==> config.mk <==
export PLATFORM = sky130hd
export DESIGN_NAME = quad_tick_timer
export DESIGN_NICKNAME = d
export VERILOG_FILES = /design/src/rtl/qtt_pkg.sv /design/src/rtl/qtt_addr_decode.sv /design/src/rtl/qtt_channel.sv /design/src/rtl/quad_tick_timer.sv
export SDC_FILE = /design/constraint.sdc
export NUM_CORES = 1
export LEC_CHECK = 0
export BUFFER_PORTS_ARGS = -buffer_cell sky130_fd_sc_hd__buf_2
export CELL_PAD_IN_SITES_DETAIL_PLACEMENT = 1
export CELL_PAD_IN_SITES_GLOBAL_PLACEMENT = 2
export CORE_UTILIZATION = 40
export CTS_CLUSTER_DIAMETER = 100
export DETAILED_ROUTE_END_ITERATION = 10
export MAX_ROUTING_LAYER = met4
export PLACE_DENSITY = 0.91
export SYNTH_ARGS = -nofsm -noshare
export SYNTH_HDL_FRONTEND = slang
export SYNTH_SLANG_ARGS = --single-unit
==> constraint.sdc <==
create_clock -name clk -period 5.7 [get_ports clk]
set_input_delay 0.57 -clock clk [delete_from_list [all_inputs] [get_ports clk]]
set_output_delay 0.57 -clock clk [all_outputs]
set_load 0.02 [all_outputs]
==> src/rtl/qtt_pkg.sv <==
`timescale 1ns/1ps
package qtt_pkg;
  localparam int GRP_W = 6;
  localparam logic [GRP_W-1:0] OFS_CLEAR = 6'h00;
  localparam logic [GRP_W-1:0] OFS_START = 6'h04;
  localparam logic [GRP_W-1:0] OFS_STOP  = 6'h08;
  localparam logic [GRP_W-1:0] OFS_MODE  = 6'h0C;
  localparam logic [GRP_W-1:0] OFS_STAT  = 6'h10;
  localparam logic [GRP_W-1:0] OFS_COUNT = 6'h14;
  localparam logic [GRP_W-1:0] OFS_LIMIT = 6'h18;
  localparam logic [GRP_W-1:0] OFS_IEN   = 6'h1C;
  localparam logic [GRP_W-1:0] OFS_ACK   = 6'h20;
  localparam logic [3:0] ST_IDLE = 4'd1;
  localparam logic [3:0] ST_RUN  = 4'd2;
  localparam int ACK_BIT = 7;

  typedef struct packed {
    logic clear;
    logic start;
    logic stop;
    logic mode;
    logic limit;
    logic ien;
    logic ack;
  } cmd_t;

  typedef struct packed {
    logic       pend;
    logic       ien;
    logic       oneshot;
    logic       run;
    logic [3:0] state;
  } stat_t;
endpackage

==> src/rtl/qtt_addr_decode.sv <==
`timescale 1ns/1ps
module qtt_addr_decode import qtt_pkg::*; #(
  parameter int ADDR_W = 12,
  parameter int NUM_CH = 4
) (
  input  logic [ADDR_W-1:0]  addr_i,
  input  logic               wr_i,
  output cmd_t [NUM_CH-1:0]  cmd_o,
  output logic [NUM_CH-1:0]  ch_sel_o,
  output logic               ctl_sel_o,
  output logic [GRP_W-1:0]   ofs_o
);
  localparam int CH_W   = $clog2(NUM_CH);
  localparam int SPAN_W = GRP_W + CH_W;
  localparam logic [ADDR_W-1:0] CTL_ADDR = ADDR_W'(NUM_CH) << GRP_W;

  logic in_span;
  assign in_span   = (addr_i >> SPAN_W) == '0;
  assign ofs_o     = addr_i[GRP_W-1:0];
  assign ctl_sel_o = addr_i == CTL_ADDR;

  for (genvar c = 0; c < NUM_CH; c++) begin : g_ch
    logic wr_c;
    assign ch_sel_o[c]     = in_span && (addr_i[GRP_W +: CH_W] == CH_W'(c));
    assign wr_c            = wr_i && ch_sel_o[c];
    assign cmd_o[c].clear  = wr_c && (ofs_o == OFS_CLEAR);
    assign cmd_o[c].start  = wr_c && (ofs_o == OFS_START);
    assign cmd_o[c].stop   = wr_c && (ofs_o == OFS_STOP);
    assign cmd_o[c].mode   = wr_c && (ofs_o == OFS_MODE);
    assign cmd_o[c].limit  = wr_c && (ofs_o == OFS_LIMIT);
    assign cmd_o[c].ien    = wr_c && (ofs_o == OFS_IEN);
    assign cmd_o[c].ack    = wr_c && (ofs_o == OFS_ACK);
  end
endmodule

==> src/rtl/qtt_channel.sv <==
`timescale 1ns/1ps
module qtt_channel import qtt_pkg::*; #(
  parameter int CNT_W  = 32,
  parameter int DATA_W = 32
) (
  input  logic              clk,
  input  logic              rst_n,
  input  logic              tick_i,
  input  logic              gate_i,
  input  cmd_t              cmd_i,
  input  logic [DATA_W-1:0] wdata_i,
  output logic [CNT_W-1:0]  cnt_o,
  output logic [CNT_W-1:0]  limit_o,
  output stat_t             stat_o,
  output logic              irq_o
);
  logic [CNT_W-1:0] cnt_q, limit_q, cnt_inc;
  logic run_q, oneshot_q, ien_q, pend_q;
  logic step, hit;

  assign step    = tick_i && gate_i && run_q;
  assign cnt_inc = cnt_q + CNT_W'(1);
  assign hit     = step && (cnt_inc == limit_q);

  always_ff @(posedge clk) begin
    if (!rst_n) begin
      cnt_q     <= '0;
      limit_q   <= '1;
      run_q     <= 1'b0;
      oneshot_q <= 1'b0;
      ien_q     <= 1'b0;
      pend_q    <= 1'b0;
    end else begin
      if (step) begin
        if (hit) begin
          pend_q <= 1'b1;
          if (oneshot_q) begin
            cnt_q <= cnt_inc;
            run_q <= 1'b0;
          end else begin
            cnt_q <= '0;
          end
        end else begin
          cnt_q <= cnt_inc;
        end
      end
      if (cmd_i.start) run_q     <= 1'b1;
      if (cmd_i.stop)  run_q     <= 1'b0;
      if (cmd_i.mode)  oneshot_q <= wdata_i[0];
      if (cmd_i.limit) limit_q   <= wdata_i[CNT_W-1:0];
      if (cmd_i.ien)   ien_q     <= wdata_i[0];
      if (cmd_i.ack && wdata_i[ACK_BIT] && !hit) pend_q <= 1'b0;
      if (cmd_i.clear) begin
        cnt_q  <= '0;
        pend_q <= 1'b0;
      end
    end
  end

  assign cnt_o          = cnt_q;
  assign limit_o        = limit_q;
  assign stat_o.pend    = pend_q;
  assign stat_o.ien     = ien_q;
  assign stat_o.oneshot = oneshot_q;
  assign stat_o.run     = run_q;
  assign stat_o.state   = run_q ? ST_RUN : ST_IDLE;
  assign irq_o          = pend_q && ien_q;

  p_frozen_r2: assert property (@(posedge clk) disable iff (!rst_n)
    (!run_q && !cmd_i.clear) |=> (cnt_q == $past(cnt_q)));
  p_step_r3: assert property (@(posedge clk) disable iff (!rst_n)
    (step && !hit && !cmd_i.clear) |=> (cnt_q == $past(cnt_q) + CNT_W'(1)));
  p_clear_r4: assert property (@(posedge clk) disable iff (!rst_n)
    cmd_i.clear |=> (cnt_q == '0 && !pend_q));
  p_wrap_r5: assert property (@(posedge clk) disable iff (!rst_n)
    (hit && !oneshot_q && !cmd_i.clear) |=> (cnt_q == '0 && pend_q));
  p_oneshot_idle_r6: assert property (@(posedge clk) disable iff (!rst_n)
    (hit && oneshot_q && !cmd_i.start) |=> !run_q);
  p_hit_beats_ack_r10: assert property (@(posedge clk) disable iff (!rst_n)
    (hit && !cmd_i.clear) |=> pend_q);
endmodule

==> src/rtl/quad_tick_timer.sv <==
`timescale 1ns/1ps
module quad_tick_timer import qtt_pkg::*; #(
  parameter int NUM_CH = 4,
  parameter int CNT_W  = 32,
  parameter int ADDR_W = 12,
  parameter int DATA_W = 32
) (
  input  logic              clk,
  input  logic              rst_n,
  input  logic [NUM_CH-1:0] tick_i,
  input  logic [ADDR_W-1:0] bus_addr_i,
  input  logic              bus_wr_i,
  input  logic [DATA_W-1:0] bus_wdata_i,
  output logic [DATA_W-1:0] bus_rdata_o,
  output logic [NUM_CH-1:0] irq_o
);
  localparam int STAT_W = $bits(stat_t);

  cmd_t  [NUM_CH-1:0]            cmd_w;
  logic  [NUM_CH-1:0]            ch_sel_w;
  logic                          ctl_sel_w;
  logic  [GRP_W-1:0]             ofs_w;
  logic  [NUM_CH-1:0][CNT_W-1:0] cnt_w, limit_w;
  stat_t [NUM_CH-1:0]            stat_w;
  logic                          gate_q;

  qtt_addr_decode #(.ADDR_W(ADDR_W), .NUM_CH(NUM_CH)) dec_i (
    .addr_i   (bus_addr_i),
    .wr_i     (bus_wr_i),
    .cmd_o    (cmd_w),
    .ch_sel_o (ch_sel_w),
    .ctl_sel_o(ctl_sel_w),
    .ofs_o    (ofs_w)
  );

  always_ff @(posedge clk) begin
    if (!rst_n)                      gate_q <= 1'b0;
    else if (bus_wr_i && ctl_sel_w)  gate_q <= bus_wdata_i[0];
  end

  for (genvar c = 0; c < NUM_CH; c++) begin : g_ch
    qtt_channel #(.CNT_W(CNT_W), .DATA_W(DATA_W)) ch_i (
      .clk    (clk),
      .rst_n  (rst_n),
      .tick_i (tick_i[c]),
      .gate_i (gate_q),
      .cmd_i  (cmd_w[c]),
      .wdata_i(bus_wdata_i),
      .cnt_o  (cnt_w[c]),
      .limit_o(limit_w[c]),
      .stat_o (stat_w[c]),
      .irq_o  (irq_o[c])
    );
  end

  always_comb begin
    bus_rdata_o = '0;
    if (ctl_sel_w) bus_rdata_o[0] = gate_q;
    for (int c = 0; c < NUM_CH; c++) begin
      if (ch_sel_w[c]) begin
        case (ofs_w)
          OFS_STAT:  bus_rdata_o[STAT_W-1:0] = stat_w[c];
          OFS_COUNT: bus_rdata_o[CNT_W-1:0]  = cnt_w[c];
          OFS_LIMIT: bus_rdata_o[CNT_W-1:0]  = limit_w[c];
          default:   ;
        endcase
      end
    end
  end

  p_rd_unmapped_r1: assert property (@(posedge clk) disable iff (!rst_n)
    (!ctl_sel_w && ch_sel_w == '0) |-> (bus_rdata_o == '0));
  p_gate_closed_r12: assert property (@(posedge clk) disable iff (!rst_n)
    (!gate_q && cmd_w == '0) |=> $stable(cnt_w));
endmodule

==> results of run 1 <==
[state kept, by name, summed over array words and instances (netlist names)]
| register | count |
|---|---|
| g_ch.ch_i.cnt_o | 128 |
| g_ch.ch_i.ien_q | 4 |
| g_ch.ch_i.limit_o | 128 |
| g_ch.ch_i.oneshot_q | 4 |
| g_ch.ch_i.pend_q | 4 |
| g_ch.ch_i.run_q | 4 |
| gate_q | 1 |
[power breakdown]
group | total, mW | switching [mW] | leakage, nW | internal [mW]
logic | 0.215 | 0.158 | 4.00 | 0.0578
clock network | 2.47 | 0.919 | 0.630 | 1.55
registers | 1.95 | 0.0298 | 2.21 | 1.92
[worst max-delay path, cell delays in order]
cell and delay [ps]:
buf_2 100, nor3_1 370, nand2b_1 280, nor2_1 450
nand2_1 650, a21o_1 390, a221oi_1 490, a21oi_1 90
nor2_1 150, nor4_1 120, buf_2 210
[cell usage in the layout, fill, tap and decap left out, types with 12 or more instances in the layout]
cell type  instances
nand3_1          213
xnor2_1          170
xor2_1            93
nor3_1            48
a211oi_1          13
a21oi_1           34
o21ai_0           54
a221oi_1          13
nor2_1           206
and3_1            34
a22oi_1          108
mux2i_1           13
o22a_1            24
and4_1            16
inv_1             26
buf_4             24
clkbuf_16         37
dfxtp_1          273
o221ai_1          30
nand4_1           71
buf_2             85
nor4_1            35
nand2_1          394
clkbuf_8          12
o211ai_1          12
a22o_1            14
or3_1             20
[stage by stage]
| step | hold slack, ps | utilization [%] | power, mW |
|---|---|---|---|
| 3_3_place_gp | 482 | 41.6 | 2.19 |
| 6_report | 366 | 44.5 | 4.64 |
| 2_1_floorplan | 458 | - | 2.09 |
| 3_5_place_dp | 488 | 41.6 | 2.20 |
| 4_1_cts | 343 | 44.5 | 4.66 |
| 5_1_grt | 362 | 44.5 | 4.75 |
[Yosys cell counts, types with 26 or more instances]
master	count
buf_2	43
nor2_1	210
dfxtp_1	273
a21oi_1	34
nand2_1	394
nand3_1	213
a22oi_1	108
o221ai_1	30
xor2_1	93
nor4_1	35
clkbuf_1	120
inv_1	26
and3_1	35
o21ai_0	54
nor3_1	48
xnor2_1	170
nand4_1	71
[cell type report]
| cell class | count | area (um^2) |
|---|---|---|
| timing repair buffer | 109 | 606 |
| sequential | 273 | 5470 |
| clock buffer | 50 | 1090 |
| clock inverter | 9 | 170 |
| multi-input combinational | 1820 | 11100 |
| antenna | 1 | 2.50 |
| fill | 5340 | 24000 |
| tap | 585 | 732 |
| inverter | 26 | 97.6 |
[final timing paths]
path | to | slack [ps] | cells after the start
worst max-delay path | bus_rdata_o[4] | 1250 | 11
worst min-delay path | g_ch[0].ch_i.limit_o[31] | 370 | 3
worst max register to register | g_ch[3].ch_i.cnt_o[19] | 1320 | 9
worst min register to register | g_ch[1].ch_i.pend_q | 500 | 2
[per-layer routing]
metal | share of wire [%] | GRT usage, %
met1 | 45 | 46.7
met3 | 8.4 | 6.72
met5 | 0 | -
met4 | 5.4 | 17.1
met2 | 42 | 47.7
[cell families (layout without fill, tap and decap cells)]
| logic type | after synthesis | count (layout) |
|---|---|---|
| other | 0 | 1 |
| multiplexers | 15 | 15 |
| AND/OR/NAND/NOR | 1135 | 1135 |
| adder cells (fa/ha/maj) | 4 | 4 |
| buffers and inverters | 232 | 194 |
| flip-flops | 273 | 273 |
| AO/OA/AOI/OAI | 403 | 403 |
| XOR/XNOR | 263 | 263 |
==> summary.log, run 1 <==
INFO  outcome        result_of_the_run=finished clean
INFO  floorplan      core_area=0.0433mm^2
INFO  logic_synthesis fraction_of_the_mapped_netlist_area_in_compound_gates=17.0%
INFO  power          power.ir.vdd_worst=0.208mV
INFO  detailed_routing initialDrtViolationCount=1927
INFO  logic_synthesis top_ff_cell_synth=dfxtp_1
INFO  detailed_routing detail_route.drc_violations=0
INFO  logic_synthesis synth_simple_gate_area_share=31.7%
INFO  logic_synthesis post_syn_nets=2380
INFO  sta            maxClockFrequency=0.225GHz
INFO  placed_design  dp_hpwl=55400um
INFO  logic_synthesis yosysWarningCount=0
INFO  sta            setup_violations=0
INFO  setup_path     critical_path_peak_fanout=24
INFO  logic_synthesis async_reset_ff_share=0%
INFO  placed_design  gp_congestion=1.10
INFO  cells_and_area final_cell_area=0.0193mm^2
INFO  sta            worst_slack=1250ps
INFO  logic_synthesis muxShareOfSynthArea=0.867%
INFO  logic_synthesis synthDominantCellAreaShare=31.0%
INFO  floorplan      fp-row-count=76
INFO  floorplan      die_height=212um
INFO  sta            final.setup.tns=0ps
INFO  logic_synthesis syn_inst=2325
INFO  detailed_routing routedWlPerCell=26.1um
INFO  clock_tree     post_cts_buffers=0
INFO  clock_tree     clkLatencyLatePin=560ps
INFO  logic_synthesis yosys.cell_types.count=86
INFO  placed_design  numPortBuffers=86
INFO  clock_tree     clock_tree_from_tritoncts=done
INFO  sta            final.setup_skew=18.2ps
INFO  setup_path     worstPathRequired=5130ps
INFO  logic_synthesis synth_enable_flop_cells=0
INFO  global_route   grt_usage=34.2%
INFO  setup_path     cp-startpoint=bus_addr_i[9]
INFO  logic_synthesis dominant_combinational_cell_family_by_area_after_synthesis=simple AND/OR/NAND/NOR gates
INFO  clock_tree     ctsLongestPathBuffers=3
INFO  sta            min_period=4450ps
INFO  clock_tree     tritoncts.num_buffers=35
INFO  cells_and_area nNetsFinal=2320
INFO  min_path       worst_hold_startpoint=bus_wdata_i[31]
INFO  placed_design  placed_cells=2813
INFO  floorplan      dieWidth=212um
INFO  global_route   antenna_found_initial=0
INFO  global_route   grt_first_pass_wirelength=111000um
INFO  detailed_routing detail_route.first_pass.iterations=5
INFO  logic_synthesis post_syn_area_per_cell=7.57um^2
INFO  min_path       timing.hold.worst.class=primary input to flop
INFO  sta            worst-slew-pin-transition=1090ps
INFO  sta            final_hold_violation_count=0
INFO  clock_tree     postCtsResizedCells=0
INFO  clock_tree     hold_buffers=0
INFO  clock_tree     clock_tree.root_cell=clkbuf_16
INFO  logic_synthesis ys_seq_area_share=31.0%
INFO  global_route   grt_max_degree=70
INFO  setup_path     timing.critical_path.from_type=primary input
INFO  setup_path     crit_type=primary input to primary output
INFO  logic_synthesis synth.ff_latch_count=273
INFO  placed_design  place_ws=1420ps
INFO  detailed_routing routed-via-count=17900
INFO  detailed_routing postRouteWirelength=74900um
INFO  clock_tree     cts.sinks=273
INFO  setup_path     crit_path_end_kind=primary output
INFO  flow_run       max_cap_violations=0
INFO  cells_and_area flow.area_growth_from_synthesis=9.45%
INFO  power          power_density=241mW/mm^2
INFO  detailed_routing routed_via_density=6.23
INFO  setup_path     worst-endpoint-arrival=3880ps
INFO  logic_synthesis yosys-top-cells-area=dfxtp_1 31%, xnor2_1 8.5%, nand2_1 8.4%, nand3_1 6.1%, xor2_1 4.6%
INFO  cells_and_area layoutNonFillerInstCount=2873
INFO  global_route   first_global_vias=17000
INFO  setup_path     r2r-start=g_ch[3].ch_i.cnt_o[3]
INFO  floorplan      die-area=0.0449mm^2
INFO  floorplan      boundaryPins=87
INFO  placed_design  detailed_place.area=0.0180mm^2
INFO  power          power_leakage=6.83nW
INFO  detailed_routing drtAntennaViolNets=0
INFO  logic_synthesis synth_area=0.0176mm^2
INFO  logic_synthesis synth_largest_area_cell=dfxtp_1
INFO  global_route   globalRoute.totalOverflow=0
INFO  floorplan      initial_standard_cell_utilization_of_the_core=40.7%
INFO  sta            rsz_0062_raised_after_global_routing=false
INFO  clock_tree     cts_htree_levels=2
INFO  cells_and_area drive_gt1_share=9.58%
INFO  sta            fin_crit_sh=78.0%
INFO  sta            finalMaxSlewViolations=0
INFO  clock_tree     cts.clk_slew.worst_paths=60ps
INFO  logic_synthesis synthAdderAreaFrac=0.284%
INFO  logic_synthesis yosys.area_share.xor_xnor=13.1%
INFO  sta            timing.slew.headroom=26.5%
(Power assumes the default switching activity.)
==> run 2: changes to the inputs <==
--- a/config.mk
+++ b/config.mk
@@ -8,11 +8,11 @@
 export BUFFER_PORTS_ARGS = -buffer_cell sky130_fd_sc_hd__buf_2
 export CELL_PAD_IN_SITES_DETAIL_PLACEMENT = 1
 export CELL_PAD_IN_SITES_GLOBAL_PLACEMENT = 2
-export CORE_UTILIZATION = 40
+export CORE_UTILIZATION = 37
 export CTS_CLUSTER_DIAMETER = 100
 export DETAILED_ROUTE_END_ITERATION = 10
 export MAX_ROUTING_LAYER = met4
-export PLACE_DENSITY = 0.91
+export PLACE_DENSITY = 0.86
 export SYNTH_ARGS = -nofsm -noshare
 export SYNTH_HDL_FRONTEND = slang
 export SYNTH_SLANG_ARGS = --single-unit
==> constraint.sdc (replaced) <==
create_clock -name clk -period 4.5 [get_ports clk]
set_input_delay 0.45 -clock clk [delete_from_list [all_inputs] [get_ports clk]]
set_output_delay 0.45 -clock clk [all_outputs]
set_load 0.02 [all_outputs]
==> summary.log, run 2 (synthesized netlist as in run 1, its figures left out) <==
INFO  clock_tree     clock_tree.root_cell=clkbuf_16
INFO  clock_tree     clock_tree_from_tritoncts=done
INFO  min_path       hold_path_stages=3
INFO  global_route   antenna_found_initial=1
INFO  detailed_routing detail_route.drc_violations=8
INFO  clock_tree     hold_buffers=0
INFO  global_route   grt_max_degree=57
INFO  sta            min_period=4040ps
INFO  clock_tree     clkLatencyLatePin=560ps
INFO  floorplan      dieWidth=220um
INFO  setup_path     crit_type=flop to flop
INFO  setup_path     worst-endpoint-arrival=4490ps
INFO  clock_tree     postCtsResizedCells=0
INFO  cells_and_area flow.area_growth_from_synthesis=10.4%
INFO  clock_tree     cts.clk_slew.worst_paths=60ps
INFO  detailed_routing postRouteWirelength=76000um
INFO  clock_tree     ctsLongestPathBuffers=3
INFO  placed_design  placed_cells=2867
INFO  detailed_routing initialDrtViolationCount=1656
INFO  power          power_leakage=6.93nW
INFO  cells_and_area nNetsFinal=2352
INFO  floorplan      die-area=0.0485mm^2
INFO  setup_path     critical_path_peak_fanout=22
INFO  placed_design  numPortBuffers=86
INFO  power          power.ir.vdd_worst=0.288mV
INFO  cells_and_area layout_common_cells=394 x nand2_1, 273 x dfxtp_1, 213 x nand3_1
INFO  placed_design  dp_hpwl=56600um
INFO  power          power_density=291mW/mm^2
INFO  setup_path     rr_worst_depth=10
INFO  flow_run       max_cap_violations=0
INFO  min_path       timing.hold.worst.class=primary input to flop
INFO  cells_and_area layoutNonFillerInstCount=2928
INFO  cells_and_area fillerInstances=5727
INFO  setup_path     timing.critical_path.from_type=flop
INFO  outcome        failed_checks=DRC
INFO  setup_path     r2r-start=g_ch[0].ch_i.cnt_o[0]
INFO  power          report.power.total=5.65mW
INFO  cells_and_area drive_gt1_share=10.3%
INFO  cells_and_area utilization=41.6%
INFO  sta            final.hold.worst_slack=240ps
INFO  clock_tree     post_cts_buffers=0
INFO  clock_tree     cts_htree_levels=2
INFO  global_route   grt_usage=32.2%
INFO  setup_path     crit_path_end_kind=flop
INFO  detailed_routing routed-via-count=18000
INFO  floorplan      initial_standard_cell_utilization_of_the_core=37.7%
INFO  sta            fin_crit_sh=89.7%
INFO  setup_path     endpoint_of_the_worst_register_to_register_path=g_ch[0].ch_i.cnt_o[28]
INFO  min_path       worst_hold_path.endpoint=g_ch[0].ch_i.limit_o[1]
INFO  sta            finalMaxSlewViolations=0
INFO  sta            final_hold_violation_count=0
INFO  clock_tree     cts.sinks=273
INFO  sta            setup_violations=0
INFO  floorplan      boundaryPins=87
INFO  detailed_routing routed_via_density=6.15
INFO  global_route   first_global_vias=17300
INFO  global_route   grt_first_pass_wirelength=113000um
INFO  sta            worst-slew-pin-transition=951ps
INFO  sta            timing.slew.headroom=36.3%
INFO  setup_path     worstPathRequired=4950ps
INFO  detailed_routing detail_route.first_pass.iterations=10
INFO  detailed_routing routedWlPerCell=26.0um
INFO  global_route   globalRoute.totalOverflow=0
INFO  min_path       worst_hold_startpoint=bus_wdata_i[1]
INFO  floorplan      die_height=220um
INFO  setup_path     setup.reg_to_reg.worst_slack=460ps
INFO  detailed_routing drtAntennaViolNets=0
INFO  sta            rsz_0062_raised_after_global_routing=false
INFO  floorplan      core_area=0.0468mm^2
INFO  sta            final.setup.tns=0ps
INFO  placed_design  gp_congestion=1.09
INFO  sta            final.setup_skew=10.2ps
INFO  sta            maxClockFrequency=0.248GHz
INFO  clock_tree     tritoncts.num_buffers=35
INFO  outcome        result_of_the_run=complete, but fails checks
INFO  floorplan      fp-row-count=79
INFO  cells_and_area mostFrequentLayoutCell=nand2_1
-- run 2: routing by layer --
| layer | track usage, % | share of wire [%] | up-vias |
|---|---|---|---|
| met2 | 46.1 | 43 | 625 |
| met3 | 4.65 | 6.6 | 111 |
| met1 | 44.6 | 46 | 9071 |
| met4 | 14.2 | 4.6 | 0 |
| li1 | - | - | 8208 |
| met5 | - | 0 | - |
-- run 2: metrics by stage --
step                setup WS (ps)  cell area (um^2)
finish                        463             19400
global route                  139             19400
CTS                           514             19400
detailed placement            534             18300
global placement              547             18300
floorplan                    1360             17600
-- run 2: worst max-delay path: stages, from the launching register on --
cell and delay, ps:
dfxtp_1 590, ha_1 300, nand3_2 270, nor4_2 580, xnor2_1 150, nor4_1 340
o2111ai_1 240, nor4b_1 470, a21o_2 480, nor2_1 190, a22o_1 300
-- run 2: layout make-up --
class / instances / area [um^2] / share of cell area (%)
tap: 607 / 759 / 3.91
antenna: 2 / 5.00 / 0.0257
timing repair buffer: 141 / 871 / 4.48
clock inverter: 5 / 103 / 0.528
clock buffer: 54 / 1040 / 5.35
sequential: 273 / 5470 / 28.1
multi-input combinational: 1820 / 11100 / 57.1
inverter: 26 / 97.6 / 0.502
-- run 2: report_power, final --
group	switching (mW)	internal [mW]	leakage, nW
Sequential	0.0364	2.43	2.21
Combinational	0.198	0.0766	4.17
Clock	1.16	1.75	0.553
Total	1.39	4.26	6.93
-- run 2: worst max-delay path by stage --
stage / from / end / slack [ps] / depth (start not counted)
after floorplan: bus_addr_i[1] / bus_rdata_o[4] / 1360 / 8
after global placement: g_ch[0].ch_i.cnt_o[0] / g_ch[0].ch_i.cnt_o[28] / 550 / 10
after detailed placement: g_ch[0].ch_i.cnt_o[0] / g_ch[0].ch_i.cnt_o[28] / 530 / 10
after CTS: g_ch[0].ch_i.cnt_o[0] / g_ch[0].ch_i.cnt_o[28] / 510 / 10
after global routing: g_ch[0].ch_i.cnt_o[0] / g_ch[0].ch_i.cnt_o[28] / 140 / 10
final: g_ch[0].ch_i.cnt_o[0] / g_ch[0].ch_i.cnt_o[28] / 460 / 10
